<file path="config.mk">
export PLATFORM = sky130hd
export DESIGN_NAME = rom_descrambler
export DESIGN_NICKNAME = d
export VERILOG_FILES = /design/src/rtl/descr_pkg.sv /design/src/rtl/descr_invert.sv /design/src/rtl/descr_swap.sv /design/src/rtl/descr_window.sv /design/src/rtl/rom_descrambler.sv
export SDC_FILE = /design/constraint.sdc
export NUM_CORES = 1
export LEC_CHECK = 0
export ABC_CLOCK_PERIOD_IN_PS = 1400
export BUFFER_PORTS_ARGS = -buffer_cell sky130_fd_sc_hd__buf_2
export CORE_AREA = 2 2 39 41
export DETAILED_ROUTE_END_ITERATION = 10
export DIE_AREA = 0 0 41 43
export PLACE_DENSITY = 0.58
export SYNTH_ARGS = -nofsm -noshare
export SYNTH_HDL_FRONTEND = slang
export SYNTH_SLANG_ARGS = --single-unit
export TNS_END_PERCENT = 100
</file>
<file path="constraint.sdc">
create_clock -name vclk -period 1.4
set_clock_uncertainty 0.2 [all_clocks]
set_input_delay 0.28 -clock vclk [all_inputs]
set_output_delay 0.28 -clock vclk [all_outputs]
set_load 0.1 [all_outputs]
</file>
<file path="src/rtl/descr_pkg.sv">
`timescale 1ns/1ps
package descr_pkg;
  localparam int unsigned BYTE_W = 8;
  typedef logic [BYTE_W-1:0] byte_t;

  typedef enum logic {
    XFORM_DATA   = 1'b0,
    XFORM_OPCODE = 1'b1
  } xform_e;
endpackage

</file>
<file path="src/rtl/descr_invert.sv">
`timescale 1ns/1ps
module descr_invert
  import descr_pkg::*;
#(
  parameter int unsigned ADDR_W = 16,
  parameter xform_e      MODE   = XFORM_DATA
) (
  input  logic [ADDR_W-1:0] addr_i,
  input  byte_t             raw_i,
  output byte_t             inv_o
);
  byte_t base_mask;
  byte_t extra_mask;

  always_comb begin
    base_mask    = '0;
    base_mask[7] = addr_i[9] & addr_i[8];
    base_mask[6] = addr_i[11] & addr_i[4] & addr_i[1];
    base_mask[2] = addr_i[11] & ~addr_i[8] & addr_i[1];
    base_mask[1] = addr_i[13] & ~addr_i[6] & addr_i[4];
    base_mask[0] = ~addr_i[11] & addr_i[9] & addr_i[2];
  end

  generate
    if (MODE == XFORM_OPCODE) begin : g_op_mask
      always_comb begin
        extra_mask    = '0;
        extra_mask[5] = ~addr_i[13] & addr_i[12];
        extra_mask[4] = ~addr_i[6] & addr_i[1];
        extra_mask[3] = ~addr_i[12] & addr_i[2];
      end
    end else begin : g_no_mask
      assign extra_mask = '0;
    end
  endgenerate

  assign inv_o = raw_i ^ base_mask ^ extra_mask;
endmodule

</file>
<file path="src/rtl/descr_swap.sv">
`timescale 1ns/1ps
module descr_swap
  import descr_pkg::*;
#(
  parameter int unsigned ADDR_W = 16,
  parameter xform_e      MODE   = XFORM_DATA
) (
  input  logic [ADDR_W-1:0] addr_i,
  input  byte_t             in_i,
  output byte_t             out_o
);
  byte_t s01, s23;

  // order matters: each stage consumes the previous stage's result
  always_comb begin
    s01 = in_i;
    if (addr_i[13] & addr_i[4]) s01[1:0] = {in_i[0], in_i[1]};
    s23 = s01;
    if (addr_i[8] & addr_i[4]) s23[3:2] = {s01[2], s01[3]};
  end

  generate
    if (MODE == XFORM_OPCODE) begin : g_op_swap
      byte_t s45, s67;
      always_comb begin
        s45 = s23;
        if (addr_i[12] & addr_i[9]) s45[5:4] = {s23[4], s23[5]};
        s67 = s45;
        if (addr_i[11] & ~addr_i[6]) s67[7:6] = {s45[6], s45[7]};
      end
      assign out_o = s67;
    end else begin : g_data_swap
      assign out_o = s23;
    end
  endgenerate
endmodule

</file>
<file path="src/rtl/descr_window.sv">
`timescale 1ns/1ps
module descr_window #(
  parameter int unsigned          ADDR_W = 16,
  parameter logic [ADDR_W-1:0]    WIN_LO = '0,
  parameter logic [ADDR_W-1:0]    WIN_HI = 16'h1FFF
) (
  input  logic [ADDR_W-1:0] addr_i,
  output logic              in_win_o
);
  localparam logic [ADDR_W-1:0] SPAN = WIN_HI - WIN_LO;
  logic [ADDR_W-1:0] offset;

  assign offset   = addr_i - WIN_LO;
  assign in_win_o = (offset <= SPAN);
endmodule

</file>
<file path="src/rtl/rom_descrambler.sv">
`timescale 1ns/1ps
module rom_descrambler
  import descr_pkg::*;
#(
  parameter int unsigned       ADDR_W = 16,
  parameter logic [ADDR_W-1:0] WIN_LO = '0,
  parameter logic [ADDR_W-1:0] WIN_HI = 16'h1FFF
) (
  input  logic [ADDR_W-1:0] addr_i,
  input  logic [7:0]        raw_i,
  input  logic              opfetch_i,
  output logic [7:0]        data_o
);
  localparam int unsigned NPATH = 2;

  byte_t inv_q   [NPATH];
  byte_t swp_q   [NPATH];
  logic  in_win;
  logic  use_op;

  generate
    for (genvar p = 0; p < NPATH; p++) begin : g_path
      localparam xform_e PMODE = (p == 0) ? XFORM_DATA : XFORM_OPCODE;
      descr_invert #(.ADDR_W(ADDR_W), .MODE(PMODE)) u_inv (
        .addr_i (addr_i),
        .raw_i  (raw_i),
        .inv_o  (inv_q[p])
      );
      descr_swap #(.ADDR_W(ADDR_W), .MODE(PMODE)) u_swp (
        .addr_i (addr_i),
        .in_i   (inv_q[p]),
        .out_o  (swp_q[p])
      );
    end
  endgenerate

  descr_window #(.ADDR_W(ADDR_W), .WIN_LO(WIN_LO), .WIN_HI(WIN_HI)) u_win (
    .addr_i   (addr_i),
    .in_win_o (in_win)
  );

  assign use_op = opfetch_i & in_win;
  assign data_o = use_op ? swp_q[1] : swp_q[0];
endmodule

</file>
Word-level counts from Yosys, hierarchy flattened
Index checks and enable logic that the tools add are counted.
{"block": "totals", "out_inout_bits": 8, "memories": 0, "latch_bits": 0, "in_bits": 25, "elab_cells": 32, "romBits": 0, "ramBits": 0, "reg_bits": 0}
{"block": "classes", "div": 0, "multipliers": 0, "eq_ne": 0, "shift": 0, "n_reduce_logical": 0, "n_addsub": 0, "n_bitwise": 24, "muxes": 7, "magnitude_cmp": 1}
{"op": "AND 1 bit", "count": 17}
{"op": "<= comparator 16 x 13 -> 1 bit, second input constant", "count": 1}
{"op": "two-way mux 2 bit", "count": 6}
{"op": "two-way mux 8 bit", "count": 1}
{"op": "bitwise XOR 8 x 6 -> 8 bit", "count": 1}
{"op": "bitwise XOR 8 bit", "count": 1}
{"op": "inverter 1 bit", "count": 5}

Longest topological paths before layout
{"block": "logic_depth", "ltp_word": 7, "ltp_mapped": 4, "depth_no_buf": 4}

Cells and area by module
Synthesis repeated with hierarchy kept, for this count alone.
{"block": "hier_totals", "cells_unflattened": 61, "hier_area_um2": 538.0}
{"mod": "descr_invert at g_path[1].u_inv", "cells_per_inst": 16, "instances": 1, "seq_area_each_um2": 0.0, "area_per_inst_um2": 120.1}
{"mod": "descr_swap at g_path[1].u_swp", "cells_per_inst": 12, "instances": 1, "seq_area_each_um2": 0.0, "area_per_inst_um2": 118.9}
{"mod": "descr_invert at g_path[0].u_inv", "cells_per_inst": 13, "instances": 1, "seq_area_each_um2": 0.0, "area_per_inst_um2": 110.1}
{"mod": "rom_descrambler", "cells_per_inst": 9, "instances": 1, "seq_area_each_um2": 0.0, "area_per_inst_um2": 96.3}
{"mod": "descr_swap at g_path[0].u_swp", "cells_per_inst": 10, "instances": 1, "seq_area_each_um2": 0.0, "area_per_inst_um2": 82.6}
{"mod": "descr_window", "cells_per_inst": 1, "instances": 1, "seq_area_each_um2": 0.0, "area_per_inst_um2": 10.0}

Worst setup path before layout
Ideal clock, no wire load.
{"block": "synth_timing", "kind": "in2out", "startpoint": "input port addr_i[2]", "endpoint": "output port data_o[1]", "path_stages": 4, "setup_slack_ns": -1.705, "t_required_ns": 0.920, "path_buffers": 0, "arrival_time_ns": 2.625, "cell_sequence": "nand2_1 nor2_1 xnor2_1 o21ai_0"}
{"block": "synth_via", "elab_chain_cells": 5, "word_cells_on_any_way": 8, "classes_between": "1 x order compare; 3 x mux; 4 x bitwise"}
{"item": "from (decl)", "line": "rom_descrambler.sv:9", "rtl": "input logic [ADDR_W-1:0] addr_i,"}
{"item": "branches (longest 4 deep; another with <= comparator 16 x 13 -> 1 bit)"}
{"item": "two-way mux 8 bit (*)", "line": "rom_descrambler.sv:43", "rtl": "assign data_o = use_op ? swp_q[1] : swp_q[0];"}
{"item": "to (decl)", "line": "rom_descrambler.sv:12", "rtl": "output logic [7:0] data_o"}
Every way passes the cells marked *.

Worst setup path in the final report
{"block": "layout_timing", "startpoint": "input port addr_i[15]", "endpoint": "output port data_o[2]"}
{"block": "layout_via", "elab_chain_cells": 3}
{"item": "<= comparator 16 x 13 -> 1 bit", "line": "descr_window.sv:14", "rtl": "assign in_win_o = (offset <= SPAN);"}
{"item": "AND 1 bit", "line": "rom_descrambler.sv:42", "rtl": "assign use_op = opfetch_i & in_win;"}
{"item": "two-way mux 8 bit", "line": "rom_descrambler.sv:43"}
No other way between the ends.

==> results.json <==
{
  "post-route-period-util": 1.353,
  "hold_violations": 0,
  "fin_cells": 93,
  "slew-limit-headroom": 0.6619,
  "syn_nets": 62,
  "holdBufCountCts": 0,
  "ios": 33,
  "startpoint": "addr_i[15]",
  "status": "complete, but fails checks",
  "critPathKind": "input port to output pin",
  "crit_family": "simple AND/OR/NAND/NOR gates",
  "core_area_um2": 1384,
  "postRouteAntennaNets": 0,
  "ys_types": 17,
  "cp-end-kind": "output pin",
  "crit_fanout": 3,
  "synth_area_leader_cell": "xnor2_1",
  "dp.cells": 92,
  "netlist_instances": 37,
  "power_uw": 468.3,
  "min_path_type": "input port to output pin",
  "cp_cell_sequence": "buf_6, nor4b_4, nand3b_1, xor2_2, o21ai_4, buf_12",
  "nets": 104,
  "finalCriticalPeriod_ns": 1.894,
  "stdcell_area_um2": 877.1,
  "rsz0062_at_grt": "yes",
  "cpMaxStageDelayCell": "nor4b_4",
  "peakVddDrop_mv": 0.2791,
  "cp.required_ns": 0.92,
  "fmax_ghz": 0.5279,
  "antenna_cells": 0,
  "rows": 14,
  "routedWlPerCell_um": 11.37,
  "die_x_um": 41,
  "drt_first_iter_violations": 5,
  "drcViolationCount": 0,
  "worstPathArrival_ns": 1.41,
  "synth_area_um2": 254.0,
  "setup_ws_ns": -0.4942,
  "initial_utilization": 0.1835,
  "synth.top_cell.area_share": 0.1379,
  "place_hpwl_um": 867.7,
  "cp-start-kind": "input port",
  "routed-via-count": 428,
  "synth_area_leaders": "xnor2_1, nand2_1, xor2_1",
  "area_growth_pct": 245.3,
  "gr-total-overflow": 0,
  "grt_max_degree": 5,
  "p_leak_nw": 0.3590,
  "drv.max_cap_violation_count": 0,
  "seq_area_frac_synth": 0,
  "grt_pass1_wl_um": 1718,
  "dr.pass1.iters": 2,
  "synth_common_cells": "nand2_1, xnor2_1, nor2_1, xor2_1",
  "ff_latch_area_um2": 0,
  "place_area_um2": 749.5,
  "powerDensity_nw_per_um2": 533.9,
  "worstHoldStart": "raw_i[1]",
  "gp_congestion": 0.7493,
  "tightestPinTransition_ns": 0.5036,
  "yosys_warnings": 0,
  "violations": "negative setup slack",
  "viasPerCell": 4.602,
  "synth_most_common_cell": "nand2_1",
  "antenna_found_initial": 0,
  "io_buffers": 28,
  "seq_cell_count": 0,
  "syn_area_per_cell_um2": 6.865,
  "wl_um": 1057,
  "slew_viol_final": 0,
  "die_y_um": 43,
  "fillers": 113,
  "setup_viol": 8,
  "grt_pass1_vias": 433,
  "max_stage_delay_ns": 0.30,
  "track_usage": 0.1351,
  "dieArea_um2": 1763,
  "clkbuf_count": 0,
  "drive_above_1_share": 0.7532,
  "critical_path_buf_inv_count": 2
}
-- where the power goes --
| group | total (mW) | switching, mW | internal [mW] |
|---|---|---|---|
| combinational | 0.468 | 0.272 | 0.196 |
| clock | 0 | 0 | 0 |
| sequential | 0 | 0 | 0 |
-- cells by family (layout without fill, tap and decap cells) --
family / count (synthesis) / count (layout) / synth area share
XOR/XNOR: 7 / 7 / 0.2414
AO/OA/AOI/OAI: 8 / 8 / 0.2266
multiplexers: 2 / 2 / 0.07882
AND/OR/NAND/NOR: 20 / 20 / 0.4532
buffers and inverters: 0 / 40 / 0
-- layout by cell type (no fill, tap or decap), types with 2 or more instances in the layout --
cell type	synthesis	final
a21oi_4	0	2
buf_12	0	9
buf_2	0	13
buf_4	0	8
buf_6	0	9
mux2i_4	0	2
nand2_1	8	5
nand2_4	0	2
nand2b_1	2	2
nand3b_1	2	2
nor2b_1	2	2
o221ai_4	0	2
xnor2_1	4	2
xor2_1	3	2
-- final cells by class --
cell class	instances	area [um^2]	share of cell area
multi-input combinational	37	435.4	0.4964
tap	16	20.02	0.02282
timing repair buffer	40	421.7	0.4807
-- metrics by stage --
| stage | hold slack [ns] | util | TNS (ns) | setup slack, ns |
|---|---|---|---|---|
| 2_1_floorplan | 0.6769 | - | -4.305 | -0.6518 |
| 3_3_place_gp | 0.7633 | 0.5416 | -3.322 | -0.5310 |
| 3_5_place_dp | 0.7676 | 0.5416 | -3.429 | -0.5440 |
| 4_1_cts | 0.7813 | 0.6257 | -2.874 | -0.4871 |
| 5_1_grt | 0.7880 | 0.6338 | -3.296 | -0.5552 |
| 6_report | 0.7802 | 0.6338 | -2.935 | -0.4942 |
-- layer usage --
metal,up-vias,global-route usage,share of wire
li1,215,-,-
met1,195,0.1688,0.39
met2,18,0.2563,0.54
met3,0,0,0.074
met4,0,0,0
met5,-,0,0
-- path summary, 6_finish.rpt --
check	to	slack, ns	depth (start not counted)
max	data_o[2]	-0.49	6
min	data_o[1]	0.78	4
-- timing repair --
action	CTS	global route
resized for setup	26	1
setup buffers	0	1
pin swaps	10	5
endpoints found under the setup margin	8	8
(Power assumes the default switching activity.)
